### src/rtl/crtc_pkg.sv
package crtc_pkg;

  localparam int DW    = 8;
  localparam int SEL_W = 4;
  localparam int NREG  = 1 << SEL_W;

  // Register offsets decoded by the host side
  localparam int IX_HTOT  = 0;
  localparam int IX_HDISP = 1;
  localparam int IX_HSPOS = 2;
  localparam int IX_SWID  = 3;
  localparam int IX_VTOT  = 4;
  localparam int IX_VADJ  = 5;
  localparam int IX_VDISP = 6;
  localparam int IX_VSPOS = 7;
  localparam int IX_MAXSL = 9;
  localparam int IX_STHI  = 12;
  localparam int IX_STLO  = 13;

  typedef struct packed {
    logic [DW-1:0]   h_total;
    logic [DW-1:0]   h_disp;
    logic [DW-1:0]   hs_pos;
    logic [3:0]      hs_width;
    logic [DW-1:0]   v_total;
    logic [DW-1:0]   v_adj;
    logic [DW-1:0]   v_disp;
    logic [DW-1:0]   vs_pos;
    logic [DW-1:0]   max_scan;
    logic [2*DW-1:0] start;
  } timing_cfg_t;

  // Next character count, one bit wider so that total+1 never wraps
  function automatic logic [DW:0] char_advance(input logic [DW-1:0] cc);
    return {1'b0, cc} + {{DW{1'b0}}, 1'b1};
  endfunction

  // Line end when the advanced count reaches total + 1
  function automatic logic is_line_wrap(input logic [DW:0] nxt, input logic [DW-1:0] tot);
    return nxt == ({1'b0, tot} + {{DW{1'b0}}, 1'b1});
  endfunction

  function automatic logic [2*DW-1:0] join_start(input logic [DW-1:0] hi, input logic [DW-1:0] lo);
    return {hi, lo};
  endfunction

endpackage

### src/rtl/crtc_regfile.sv
module crtc_regfile
  import crtc_pkg::*;
(
  input  logic          clk,
  input  logic          sel_we,
  input  logic [7:0]    sel_data,
  input  logic          reg_we,
  input  logic [DW-1:0] reg_wdata,
  output logic [DW-1:0] reg_rdata,
  output timing_cfg_t   cfg
);

  logic [SEL_W-1:0] sel_q;
  logic [DW-1:0]    regs [NREG];
  logic             unused_sel_hi;

  assign unused_sel_hi = &{1'b0, sel_data[7:SEL_W]};

  always_ff @(posedge clk) begin
    if (sel_we) sel_q <= sel_data[SEL_W-1:0];
  end

  // Setup registers carry no reset: they are written before timing starts
  always_ff @(posedge clk) begin
    for (int i = 0; i < NREG; i++) begin
      if (reg_we && (sel_q == SEL_W'(i))) regs[i] <= reg_wdata;
    end
  end

  assign reg_rdata = regs[sel_q];

  always_comb begin
    cfg.h_total  = regs[IX_HTOT];
    cfg.h_disp   = regs[IX_HDISP];
    cfg.hs_pos   = regs[IX_HSPOS];
    cfg.hs_width = regs[IX_SWID][3:0];
    cfg.v_total  = regs[IX_VTOT];
    cfg.v_adj    = regs[IX_VADJ];
    cfg.v_disp   = regs[IX_VDISP];
    cfg.vs_pos   = regs[IX_VSPOS];
    cfg.max_scan = regs[IX_MAXSL];
    cfg.start    = join_start(regs[IX_STHI], regs[IX_STLO]);
  end

endmodule

### src/rtl/crtc_horiz.sv
module crtc_horiz
  import crtc_pkg::*;
(
  input  logic          clk,
  input  logic          rst,
  input  logic [DW-1:0] h_total,
  input  logic [DW-1:0] h_disp,
  input  logic [DW-1:0] hs_pos,
  input  logic [3:0]    hs_width,
  output logic          line_end,
  output logic          hsync,
  output logic          char_vis_nxt,
  output logic [DW-1:0] col_cnt
);

  logic [DW:0]   cc_adv;
  logic          wrap_hit;
  logic [DW-1:0] cc_n;
  logic [3:0]    hs_cnt_q, hs_cnt_n;
  logic          hs_n;
  logic          cv_q;

  assign cc_adv   = char_advance(col_cnt);
  assign wrap_hit = is_line_wrap(cc_adv, h_total);
  assign line_end = !rst && wrap_hit;

  always_comb begin
    hs_cnt_n = hs_cnt_q;
    hs_n     = hsync;
    if (hs_cnt_q != 4'd0) begin
      hs_cnt_n = hs_cnt_q - 4'd1;
      if (hs_cnt_n == 4'd0) hs_n = 1'b0;
    end
    if (cc_adv == {1'b0, hs_pos}) begin
      hs_cnt_n = hs_width;
      hs_n     = (hs_width != 4'd0);
    end
  end

  always_comb begin
    char_vis_nxt = cv_q;
    cc_n         = cc_adv[DW-1:0];
    if (cc_adv == {1'b0, h_disp}) char_vis_nxt = 1'b0;
    if (wrap_hit) begin
      char_vis_nxt = 1'b1;
      cc_n         = '0;
    end
  end

  always_ff @(posedge clk) begin
    if (rst) begin
      col_cnt  <= '0;
      hs_cnt_q <= '0;
      hsync    <= 1'b0;
      cv_q     <= 1'b1;
    end else begin
      col_cnt  <= cc_n;
      hs_cnt_q <= hs_cnt_n;
      hsync    <= hs_n;
      cv_q     <= char_vis_nxt;
    end
  end

endmodule

### src/rtl/crtc_vert.sv
module crtc_vert
  import crtc_pkg::*;
#(
  parameter int MA_W     = 14,
  parameter int RA_W     = 5,
  parameter int VS_LINES = 16
) (
  input  logic            clk,
  input  logic            rst,
  input  logic            line_end,
  input  logic [DW-1:0]   v_total,
  input  logic [DW-1:0]   v_adj,
  input  logic [DW-1:0]   v_disp,
  input  logic [DW-1:0]   vs_pos,
  input  logic [DW-1:0]   max_scan,
  input  logic [2*DW-1:0] start,
  output logic            vsync,
  output logic            line_vis_nxt,
  output logic            in_adjust,
  output logic [MA_W-1:0] refresh_addr,
  output logic [RA_W-1:0] scan_row
);

  localparam int VC_W = $clog2(VS_LINES + 1);

  logic [DW-1:0]   ra_q, ra_n;
  logic [DW-1:0]   lc_q, lc_n;
  logic            adj_n, lv_q, vs_n;
  logic [VC_W-1:0] vc_q, vc_n;
  logic [MA_W-1:0] base_q, base_n, ma_n, ma_inc;
  logic            unused_bits;

  assign unused_bits = &{1'b0, start[2*DW-1:MA_W], ra_q[DW-1:RA_W]};
  assign ma_inc      = refresh_addr + MA_W'(1);

  always_comb begin
    ra_n         = ra_q;
    lc_n         = lc_q;
    adj_n        = in_adjust;
    line_vis_nxt = lv_q;
    vs_n         = vsync;
    vc_n         = vc_q;
    base_n       = base_q;
    ma_n         = ma_inc;
    if (line_end) begin
      if (vc_q != '0) begin
        vc_n = vc_q - VC_W'(1);
        if (vc_n == '0) vs_n = 1'b0;
      end
      if (in_adjust) begin
        lc_n = lc_q + DW'(1);
        if (lc_n == v_adj) begin
          line_vis_nxt = 1'b1;
          lc_n         = '0;
          adj_n        = 1'b0;
          base_n       = start[MA_W-1:0];
          ma_n         = start[MA_W-1:0];
        end
      end else begin
        ra_n = ra_q + DW'(1);
        if (ra_n == max_scan) begin
          ra_n   = '0;
          base_n = ma_inc;
          lc_n   = lc_q + DW'(1);
          if (lc_n == v_disp) line_vis_nxt = 1'b0;
          if (lc_n == vs_pos) begin
            vs_n = 1'b1;
            vc_n = VC_W'(VS_LINES);
          end
          if (lc_n == v_total) begin
            adj_n = 1'b1;
            lc_n  = '0;
          end
        end else begin
          ma_n = base_q;
        end
      end
    end
  end

  always_ff @(posedge clk) begin
    if (rst) begin
      ra_q         <= '0;
      lc_q         <= '0;
      in_adjust    <= 1'b0;
      lv_q         <= 1'b1;
      vsync        <= 1'b0;
      vc_q         <= '0;
      base_q       <= '0;
      refresh_addr <= '0;
    end else begin
      ra_q         <= ra_n;
      lc_q         <= lc_n;
      in_adjust    <= adj_n;
      lv_q         <= line_vis_nxt;
      vsync        <= vs_n;
      vc_q         <= vc_n;
      base_q       <= base_n;
      refresh_addr <= ma_n;
    end
  end

  assign scan_row = ra_q[RA_W-1:0];

endmodule

### src/rtl/crt_timing_ctrl.sv
module crt_timing_ctrl
  import crtc_pkg::*;
#(
  parameter int MA_W     = 14,
  parameter int RA_W     = 5,
  parameter int VS_LINES = 16
) (
  input  logic            clk,
  input  logic            rst,
  input  logic            sel_we,
  input  logic [7:0]      sel_data,
  input  logic            reg_we,
  input  logic [7:0]      reg_wdata,
  output logic [7:0]      reg_rdata,
  output logic [7:0]      status_rdata,
  output logic            hsync,
  output logic            vsync,
  output logic            disp_en,
  output logic [MA_W-1:0] refresh_addr,
  output logic [RA_W-1:0] scan_row
);

  timing_cfg_t   cfg;
  logic          line_end;
  logic          char_vis_nxt;
  logic          line_vis_nxt;
  logic          in_adjust;
  logic [DW-1:0] col_cnt;
  logic [3:0]    cfg_hs_width;

  assign status_rdata = 8'hFF;
  assign cfg_hs_width = cfg.hs_width;

  crtc_regfile u_regs (
    .clk       (clk),
    .sel_we    (sel_we),
    .sel_data  (sel_data),
    .reg_we    (reg_we),
    .reg_wdata (reg_wdata),
    .reg_rdata (reg_rdata),
    .cfg       (cfg)
  );

  crtc_horiz u_horiz (
    .clk          (clk),
    .rst          (rst),
    .h_total      (cfg.h_total),
    .h_disp       (cfg.h_disp),
    .hs_pos       (cfg.hs_pos),
    .hs_width     (cfg.hs_width),
    .line_end     (line_end),
    .hsync        (hsync),
    .char_vis_nxt (char_vis_nxt),
    .col_cnt      (col_cnt)
  );

  crtc_vert #(
    .MA_W     (MA_W),
    .RA_W     (RA_W),
    .VS_LINES (VS_LINES)
  ) u_vert (
    .clk          (clk),
    .rst          (rst),
    .line_end     (line_end),
    .v_total      (cfg.v_total),
    .v_adj        (cfg.v_adj),
    .v_disp       (cfg.v_disp),
    .vs_pos       (cfg.vs_pos),
    .max_scan     (cfg.max_scan),
    .start        (cfg.start),
    .vsync        (vsync),
    .line_vis_nxt (line_vis_nxt),
    .in_adjust    (in_adjust),
    .refresh_addr (refresh_addr),
    .scan_row     (scan_row)
  );

  always_ff @(posedge clk) begin
    if (rst) disp_en <= 1'b0;
    else     disp_en <= char_vis_nxt && line_vis_nxt;
  end

endmodule

### config.mk
export PLATFORM = sky130hd
export DESIGN_NAME = crt_timing_ctrl
export DESIGN_NICKNAME = d
export VERILOG_FILES = /design/src/rtl/crtc_pkg.sv /design/src/rtl/crtc_regfile.sv /design/src/rtl/crtc_horiz.sv /design/src/rtl/crtc_vert.sv /design/src/rtl/crt_timing_ctrl.sv
export SDC_FILE = /design/constraint.sdc
export NUM_CORES = 1
export LEC_CHECK = 0
export BUFFER_PORTS_ARGS = -buffer_cell sky130_fd_sc_hd__buf_2
export CORE_ASPECT_RATIO = 0.75
export CORE_UTILIZATION = 66
export CTS_CLUSTER_DIAMETER = 150
export CTS_CLUSTER_SIZE = 25
export DETAILED_ROUTE_END_ITERATION = 7
export PLACE_DENSITY_LB_ADDON = 0.12
export SLEW_MARGIN = 20
export SYNTH_ARGS = -nofsm -noshare
export SYNTH_HDL_FRONTEND = slang
export SYNTH_SLANG_ARGS = --single-unit
export TNS_END_PERCENT = 100
### constraint.sdc
create_clock -name clk -period 5.6 [get_ports clk]
set_input_delay 0.28 -clock clk [delete_from_list [all_inputs] [get_ports clk]]
set_output_delay 0.28 -clock clk [all_outputs]
set_load 0.03 [all_outputs]
==> impl_metrics.yaml, run 1 <==
detailed_routing:
  finalWirelength_mm: 25.39
  ant_nets: 0
  wire_per_inst_um: 23.77
  first_pass_iters: 7
  via_per_inst: 6.787
  num_vias: 7248
  drc_errors: 4
  first_iter_violations: 868
sta:
  hold_violations: 0
  skew_ps: 22.33
  fmax_mhz: 243.0
  final.period_utilization: 0.7347
  fin_crit_ps: 4115
  worst_slew_pin_slew_ps: 1101
  rsz0062_at_grt: "no"
  setup_viol: 0
  drv_slew: 0
  slew_headroom: 0.2660
  holdWs_ps: 122.6
  fin_setup_tns_ps: 0
final_layout:
  layout_commonest_cell: "edfxtp_1"
  layout.nets: 887
  syn2layout_area_growth_pct: 6.740
  most-common-layout-cells: "132 x edfxtp_1, 70 x dfxtp_1, 51 x nand2_1"
  utilization: 0.7214
  drive_gt1_frac: 0.1450
status:
  status: "complete, but fails checks"
  violations: "DRC"
worst_setup_path:
  end_kind: "register"
  critPathMaxFanout: 16
  cp.required_ps: 5990
  crit_type: "register to register"
  arrival_ps: 4500
  setup.worst_path.start_class: "register"
global_route:
  gr-total-overflow: 0
  grt_pass1_wl_mm: 38.72
  antenna_found_initial: 1
  grt_pass1_vias: 6747
  track_usage: 0.3214
  grt_start_max_net_pins: 55
die:
  start_util: 0.6758
  die-area_um2: 16150
  fp.dieW_um: 146.4
  num_rows: 39
  boundaryPins: 58
  die_y_um: 110.3
  fp.coreArea_um2: 15270
logic_synthesis:
  synth_area_um2: 10320
  synth_cells: 847
  synth-edff-count: 132
  ys_seq_area_frac: 0.5217
  synth_seq_cells: 203
  synth.avg_cell_area_um2: 12.19
  async_flop_share: 0
  synth.distinct_cells: 74
  ys_warn_count: 0
  synth_ff_type: "edfxtp_1"
power_and_ir_drop:
  swShare: 0.2572
  p_per_area_nw_per_um2: 269.7
  combPwrFrac: 0.122
  pwr-share-seq: 0.568
  p_sw_mw: 0.7643
  p_clk_frac: 0.310
  p_leak_nw: 3.644
  finalPower_mw: 2.972
  peakVddDrop_mv: 0.4100
  p_int_mw: 2.207
clock_network:
  cts_sinks: 203
  clk_pin_slew_ps: 100
  clk_latency_ps: 490
  cts_buffers: 12
  tritoncts: "done"
  cts_root_buf: "clkbuf_16"
  cts_max_level: 1
  clock_path_buffers: 3
  cts_resized: 0
min_path:
  hold_path_class: "primary input to register"
placed_design:
  dpl.hpwl_mm: 17.47
  place_congestion: 0.9545
  port_buffers: 45
job:
  drv_cap: 0
[layer usage]
layer  vias to the layer above  part of all wire  track usage
li1                       3230                 -            -
met1                      3610              0.42       0.4631
met2                       376              0.47       0.5071
met3                        32             0.097      0.06584
met4                         0             0.018      0.07887
met5                         -                 0            0
[state kept, by name (all words and copies together) (netlist names), named ones only]
signal               flops
u_horiz.hsync            1
u_vert.vsync             1
u_vert.base_q           14
u_regs.regs            128
u_vert.refresh_addr     14
u_horiz.cv_q             1
u_vert.vc_q              5
u_vert.in_adjust         1
u_vert.ra_q              8
u_regs.sel_q             4
u_vert.lv_q              1
u_horiz.hs_cnt_q         4
u_vert.lc_q              8
u_horiz.col_cnt          8
disp_en                  1
[final timing paths]
kind	endpoint	cells past startpoint	from	slack [ps]
max	u_vert.base_q[8]$_SDFFE_PP0P_	8	u_vert.lc_q[0]$_SDFFE_PP0P_	1490
min	u_regs.sel_q[1]$_DFFE_PP_	1	sel_we	120
max reg2reg	u_vert.base_q[8]$_SDFFE_PP0P_	8	u_vert.lc_q[0]$_SDFFE_PP0P_	1490
min reg2reg	u_vert.base_q[3]$_SDFFE_PP0P_	2	u_vert.base_q[3]$_SDFFE_PP0P_	480
[cell usage after synthesis (all sizes together) (8+ instances only)]
| cell type | n | area (um2) |
|---|---|---|
| and3 | 9 | 56.30 |
| a22oi | 11 | 82.58 |
| xnor2 | 48 | 427.9 |
| a221oi | 16 | 140.1 |
| dfxtp | 71 | 1421 |
| a31oi | 8 | 50.05 |
| inv | 30 | 112.6 |
| or3 | 9 | 56.30 |
| mux2i | 10 | 100.1 |
| mux2 | 9 | 101.3 |
| nor2 | 48 | 180.2 |
| nor3 | 21 | 105.1 |
| nand3 | 35 | 175.2 |
| o311ai | 9 | 78.83 |
| nand4 | 15 | 100.1 |
| nand2 | 51 | 191.4 |
| o22ai | 15 | 93.84 |
| a211oi | 12 | 90.09 |
| mux4 | 40 | 900.9 |
| a21oi | 13 | 65.06 |
| a21o | 11 | 82.58 |
| buf | 23 | 141.4 |
| edfxtp | 132 | 3964 |
| xor2 | 36 | 315.3 |
| ha | 10 | 125.1 |
| nor4 | 8 | 56.30 |
| clkbuf | 45 | 168.9 |
| o21ai | 15 | 75.07 |
[repair_timing]
| action | in CTS | in global routing |
|---|---|---|
| endpoints found under the hold margin | 4 | 0 |
| buffers inserted | 0 | 0 |
| hold buffers | 4 | 0 |
[logic make-up (layout without fill, tap and decap cells)]
| kind of cell | count (synthesis) | in the layout | synth area share |
|---|---|---|---|
| buf+inv | 99 | 107 | 0.04133 |
| other cells | 1 | 9 | 0.0003633 |
| simple gates | 232 | 232 | 0.1155 |
| xor+xnor | 94 | 94 | 0.09418 |
| flops | 203 | 203 | 0.5217 |
| mux | 59 | 59 | 0.1068 |
| fa+ha+maj | 10 | 10 | 0.01212 |
| compound gates | 149 | 149 | 0.1080 |
[through the flow]
step,setup slack [ps],cells,instance area (um2)
after floorplan,2674,854,10350
after global placement,1778,1044,10600
after detailed placement,1622,1044,10600
after CTS,1600,1067,11010
after global routing,1237,1067,11020
final,1486,1068,11020
[power by group through the flow]
stage	Sequential [mW]	Clock (mW)	Combinational (mW)
after global routing	1.69	0.978	0.396
after CTS	1.69	0.932	0.362
after detailed placement	1.72	0	0.356
after global placement	1.72	0	0.343
final	1.69	0.921	0.364
after floorplan	1.70	0	0.279
[worst max-delay path, cell delays in order (launching register included)]
cell and delay (ps):
dfxtp_1 700, ha_1 430, and3_1 430, xnor2_1 170
nor2_1 60, a221oi_1 630, nand3_1 770, a21o_1 490
a221oi_1 340
[cell type report]
cell class	count	area, um2
Timing Repair Buffer	57	325.3
Tap cell	205	256.5
Inverter	31	116.4
Clock buffer	17	319.1
Multi-Input combinational cell	552	4566
Antenna cell	1	2.502
Sequential cell	203	5386
Fill cell	1023	4255
Clock inverter	2	46.29
Power figures use the tool's default switching activity.
==> run 2: changes to the inputs <==
--- a/config.mk
+++ b/config.mk
@@ -5,9 +5,10 @@
 export SDC_FILE = /design/constraint.sdc
 export NUM_CORES = 1
 export LEC_CHECK = 0
+export ABC_AREA = 1
 export BUFFER_PORTS_ARGS = -buffer_cell sky130_fd_sc_hd__buf_2
 export CORE_ASPECT_RATIO = 0.75
-export CORE_UTILIZATION = 66
+export CORE_UTILIZATION = 62
 export CTS_CLUSTER_DIAMETER = 150
 export CTS_CLUSTER_SIZE = 25
 export DETAILED_ROUTE_END_ITERATION = 7
==> constraint.sdc (replaced) <==
create_clock -name clk -period 4.15 [get_ports clk]
set_input_delay 0.2075 -clock clk [delete_from_list [all_inputs] [get_ports clk]]
set_output_delay 0.2075 -clock clk [all_outputs]
set_load 0.03 [all_outputs]
==> impl_metrics.yaml, run 2 <==
status:
  status: "complete, no violations"
detailed_routing:
  drc_errors: 0
  wire_per_inst_um: 16.85
  ant_nets: 0
  first_pass_iters: 6
  first_iter_violations: 1111
  num_vias: 9588
  via_per_inst: 5.640
  finalWirelength_mm: 28.64
sta:
  final.period_utilization: 0.7447
  skew_ps: 33.18
  slew_headroom: 0.4226
  drv_slew: 0
  setup_viol: 0
  hold_violations: 0
  fmax_mhz: 323.6
  fin_crit_ps: 3091
  worst_slew_pin_slew_ps: 862.9
  rsz0062_at_grt: "no"
  fin_setup_tns_ps: 0
clock_network:
  cts_buffers: 12
  tritoncts: "done"
  clk_pin_slew_ps: 110
  cts_max_level: 1
  clock_path_buffers: 3
  cts_resized: 0
  cts_sinks: 203
  cts_root_buf: "clkbuf_16"
  clk_latency_ps: 480
logic_synthesis:
  ys_seq_area_frac: 0.4742
  synth_area_um2: 11360
  synth.avg_cell_area_um2: 7.937
  synth-edff-count: 132
  yosysMostFrequentCell: "nand2_1"
  synth_commonest_cells: "434 x nand2_1, 170 x inv_1, 132 x edfxtp_1"
  async_flop_share: 0
  ys_warn_count: 0
  synth.area.top_cells: "edfxtp_1 35%, nand2_1 14%, dfxtp_1 13%"
  synth_seq_cells: 203
  synth_ff_type: "edfxtp_1"
  synth.distinct_cells: 42
  synth_area_leader_cell: "edfxtp_1"
  synth_top_area_frac: 0.3490
  synth_cells: 1431
die:
  start_util: 0.6394
  num_rows: 42
  die-area_um2: 18870
  boundaryPins: 58
  die_y_um: 119.2
  fp.coreArea_um2: 17760
  fp.dieW_um: 158.3
final_layout:
  largest_register: "u_regs.regs"
  syn2layout_area_growth_pct: 6.721
  reg_top3: "u_regs.regs (128), u_vert.base_q (14), u_vert.refresh_addr (14)"
  final_area_um2: 12120
  layout_commonest_cell: "nand2_1"
  drive_gt1_frac: 0.1097
  most-common-layout-cells: "434 x nand2_1, 170 x inv_1, 132 x edfxtp_1"
  largest_reg_flops: 128
  layout.nets: 1482
  regArea_um2: 5389
  antenna_cells: 0
  num-fill-cells: 1513
  multiInputGateArea_um2: 5025
worst_setup_path:
  cp.required_ps: 4520
  setup.worst_path.start_class: "register"
  r2r_setup_slack_ps: 1060
  end_kind: "register"
  crit_type: "register to register"
  arrival_ps: 3460
  critPathMaxFanout: 14
min_path:
  hold_path_class: "primary input to register"
power_and_ir_drop:
  finalPower_mw: 4.063
  p_per_area_nw_per_um2: 335.2
  p_leak_nw: 5.318
  peakVddDrop_mv: 0.3053
global_route:
  track_usage: 0.3144
  grt_start_max_net_pins: 79
  antenna_found_initial: 0
  grt_pass1_vias: 8537
  grt_pass1_wl_mm: 45.20
  gr-total-overflow: 0
job:
  drv_cap: 0
placed_design:
  place_congestion: 0.9043
  port_buffers: 45
  dpl.hpwl_mm: 20.85
  place_area_um2: 11680
[run 2: changes by cell type after synthesis, moves of 48 or more]
cell / before / now
nand3_1: 35 / 110
inv_1: 30 / 170
a21oi_1: 13 / 61
nand2_1: 51 / 434
nor2_1: 48 / 109
o21ai_0: 8 / 66
[run 2: cell families (layout without fill, tap and decap cells)]
kind of cell | after synthesis | in the layout | share of synthesized area
AO/OA/AOI/OAI | 171 | 171 | 0.08615
XOR/XNOR | 35 | 35 | 0.02699
adder cells (fa/ha/maj) | 10 | 10 | 0.01102
buffers and inverters | 240 | 260 | 0.08835
flip-flops | 203 | 203 | 0.4742
multiplexers | 19 | 19 | 0.01675
other | 1 | 8 | 0.0003302
AND/OR/NAND/NOR | 752 | 752 | 0.2962
[run 2: final cells by class]
type	count	share of cell area
repair buffers	60	0.02870
clock inverters	1	0.002478
clock buffers	19	0.02870
well taps	242	0.02498
inverters	180	0.05595
multi-input cells	995	0.4146
flip-flops and latches	203	0.4446
[run 2: worst max-delay path: stages (launching register included)]
cell	delay, ps
dfxtp_1	600
ha_1	350
nand3_1	130
nand2_1	130
nand2_1	170
nand2_1	130
nand3_1	80
nor2_1	240
nand3_4	170
nand2_1	500
inv_2	270
nand3_1	130
nand2_1	50
[run 2: where the power goes]
group	leakage [nW]	internal, mW	switching, mW
clock	0.179	0.599	0.694
combinational	3.37	0.163	0.351
sequential	1.77	2.20	0.0539
total	5.32	2.96	1.10
[run 2: timing repair]
item | in CTS | in global routing
hold buffers | 4 | 0
buffers inserted | 0 | 0
endpoints found under the hold margin | 8 | 0
[run 2: per-layer routing]
metal,global-route usage,part of all wire,up-vias
met5,0,0,-
met4,0.07212,0.017,0
met3,0.04694,0.11,36
met2,0.4435,0.41,462
met1,0.5034,0.46,4437
li1,-,-,4653
[run 2: worst paths after layout]
kind / startpoint / to / cells past startpoint
min reg2reg: u_vert.vc_q[3]$_SDFFE_PP0P_ / u_vert.vc_q[3]$_SDFFE_PP0P_ / 2
max: u_horiz.col_cnt[0]$_SDFF_PP0_ / u_vert.refresh_addr[8]$_SDFF_PP0_ / 12
max reg2reg: u_horiz.col_cnt[0]$_SDFF_PP0_ / u_vert.refresh_addr[8]$_SDFF_PP0_ / 12
min: sel_we / u_regs.sel_q[0]$_DFFE_PP_ / 1
[run 2: per-stage QoR]
step | cells | setup WS (ps) | util | hold WS [ps]
finish | 1700 | 1059 | 0.6824 | 83.21
global route | 1700 | 871.0 | 0.6824 | 85.76
CTS | 1700 | 1124 | 0.6812 | 78.80
detailed placement | 1676 | 1154 | 0.6577 | 399.8
global placement | 1676 | 1246 | 0.6572 | 399.6
floorplan | 1438 | 2046 | - | 306.4
==> run 3: changes to the inputs <==
--- a/config.mk
+++ b/config.mk
@@ -8,7 +8,7 @@
 export ABC_AREA = 1
 export BUFFER_PORTS_ARGS = -buffer_cell sky130_fd_sc_hd__buf_2
 export CORE_ASPECT_RATIO = 0.75
-export CORE_UTILIZATION = 62
+export CORE_UTILIZATION = 56
 export CTS_CLUSTER_DIAMETER = 150
 export CTS_CLUSTER_SIZE = 25
 export DETAILED_ROUTE_END_ITERATION = 7
==> constraint.sdc (replaced) <==
create_clock -name clk -period 2.5 [get_ports clk]
set_input_delay 0.125 -clock clk [delete_from_list [all_inputs] [get_ports clk]]
set_output_delay 0.125 -clock clk [all_outputs]
set_load 0.03 [all_outputs]
==> impl_metrics.yaml, run 3 (same netlist as run 2, synthesis figures left out) <==
status:
  status: "complete, but fails checks"
  violations: "DRC"
detailed_routing:
  num_vias: 9631
  via_per_inst: 5.516
  ant_nets: 0
  wire_per_inst_um: 17.06
  finalWirelength_mm: 29.78
  first_pass_iters: 8
  drc_errors: 1
  first_iter_violations: 1117
final_layout:
  antenna_cells: 0
  utilization: 0.6352
  layout.nets: 1517
  reg_top3: "u_regs.regs (128), u_vert.base_q (14), u_vert.refresh_addr (14)"
  drive_gt1_frac: 0.1306
  multiInputGateArea_um2: 5020
  syn2layout_area_growth_pct: 9.617
  layout_commonest_cell: "nand2_1"
  regArea_um2: 5391
  num-fill-cells: 1703
  largest_reg_flops: 128
  final_area_um2: 12450
  final_cells: 1746
  most-common-layout-cells: "434 x nand2_1, 170 x inv_1, 132 x edfxtp_1"
  largest_register: "u_regs.regs"
worst_setup_path:
  worst-path-buf-inv: 2
  critPathMaxFanout: 31
  worst_path_max_delay_cell: "dfxtp_4"
  worstPathCellList: "buf_12 > nor2_1 > a21oi_1 > o21ai_0 > o221ai_1 > nand2_1 > buf_2"
  setup.worst_path.start_class: "register"
  path_delay_family: "compound AO/OA/AOI/OAI gates"
  crit_type: "register to output pin"
  crit_path_max_incr_delay_ps: 560
  arrival_ps: 2280
  end_kind: "output pin"
  cp.required_ps: 2380
placed_design:
  place_inst: 1719
  dpl_worst_slack_ps: 128.0
  place_area_um2: 11960
  dpl.hpwl_mm: 21.89
  port_buffers: 45
  place_congestion: 0.9634
global_route:
  grt_pass1_wl_mm: 47.18
  grt_pass1_vias: 8678
  gr-total-overflow: 0
  track_usage: 0.2907
  antenna_found_initial: 0
  grt_start_max_net_pins: 42
sta:
  setup_viol: 0
  skew_ps: 26.19
  holdWs_ps: 71.21
  fin_setup_tns_ps: 0
  fmax_mhz: 416.0
  final.period_utilization: 0.9615
  slew_headroom: 0.4713
  drv_slew: 0
  fin_crit_ps: 2404
  worst_slack_ps: 96.24
  rsz0062_at_grt: "yes"
  hold_violations: 0
  worst_slew_pin_slew_ps: 790.1
die:
  die-area_um2: 20860
  fp.coreArea_um2: 19600
  die_y_um: 125.3
  boundaryPins: 58
  start_util: 0.5795
  fp.dieW_um: 166.4
  num_rows: 44
clock_network:
  clk_pin_slew_ps: 100
  cts_root_buf: "clkbuf_16"
  clock_path_buffers: 3
  cts_max_level: 1
  cts_sinks: 203
  cts_buffers: 12
  clk_latency_ps: 490
  tritoncts: "done"
job:
  drv_cap: 0
power_and_ir_drop:
  finalPower_mw: 6.730
  p_leak_nw: 5.497
  p_per_area_nw_per_um2: 540.6
  peakVddDrop_mv: 0.7212
min_path:
  hold_path_class: "primary input to register"
run 3: cell type report:
cell class,count,area share
Clock inverter,2,0.003719
Inverter,180,0.05477
Multi-Input combinational cell,995,0.4032
Clock buffer,18,0.02593
Timing Repair Buffer,95,0.05387
Tap cell,253,0.02543
Sequential cell,203,0.4331
run 3: layer usage:
metal / part of all wire / up-vias / wire [um] / track usage
met3: 0.098 / 43 / 2928 / 0.04463
met4: 0.019 / 0 / 554 / 0.06645
met5: 0 / - / 0 / 0
met1: 0.49 / 4436 / 14480 / 0.4658
li1: - / 4723 / - / -
met2: 0.40 / 429 / 11810 / 0.4078
run 3: final timing paths:
| path | from | endpoint | slack [ps] | cells after the start |
|---|---|---|---|---|
| max | register | reg_rdata[3] | 100 | 7 |
| min | reg_wdata[0] | u_regs.regs[15][0]$_DFFE_PP_ | 70 | 1 |
| max reg2reg | u_horiz.col_cnt[0]$_SDFF_PP0_ | u_vert.base_q[13]$_SDFFE_PP0P_ | 210 | 13 |
| min reg2reg | u_vert.vsync$_SDFFE_PP0P_ | u_vert.vsync$_SDFFE_PP0P_ | 500 | 2 |
run 3: what timing repair did:
item | CTS | global route
endpoints found under the hold margin | 9 | 0
gates resized for setup | 0 | 9
pin swaps | 0 | 1
hold buffers | 5 | 0
buffers inserted | 1 | 1
endpoints found under the setup margin | 1 | 45
run 3: power breakdown:
part	switching [mW]	internal [mW]	leakage [nW]
registers	0.0636	3.66	1.77
logic	0.618	0.294	3.55
clock network	1.16	0.942	0.173
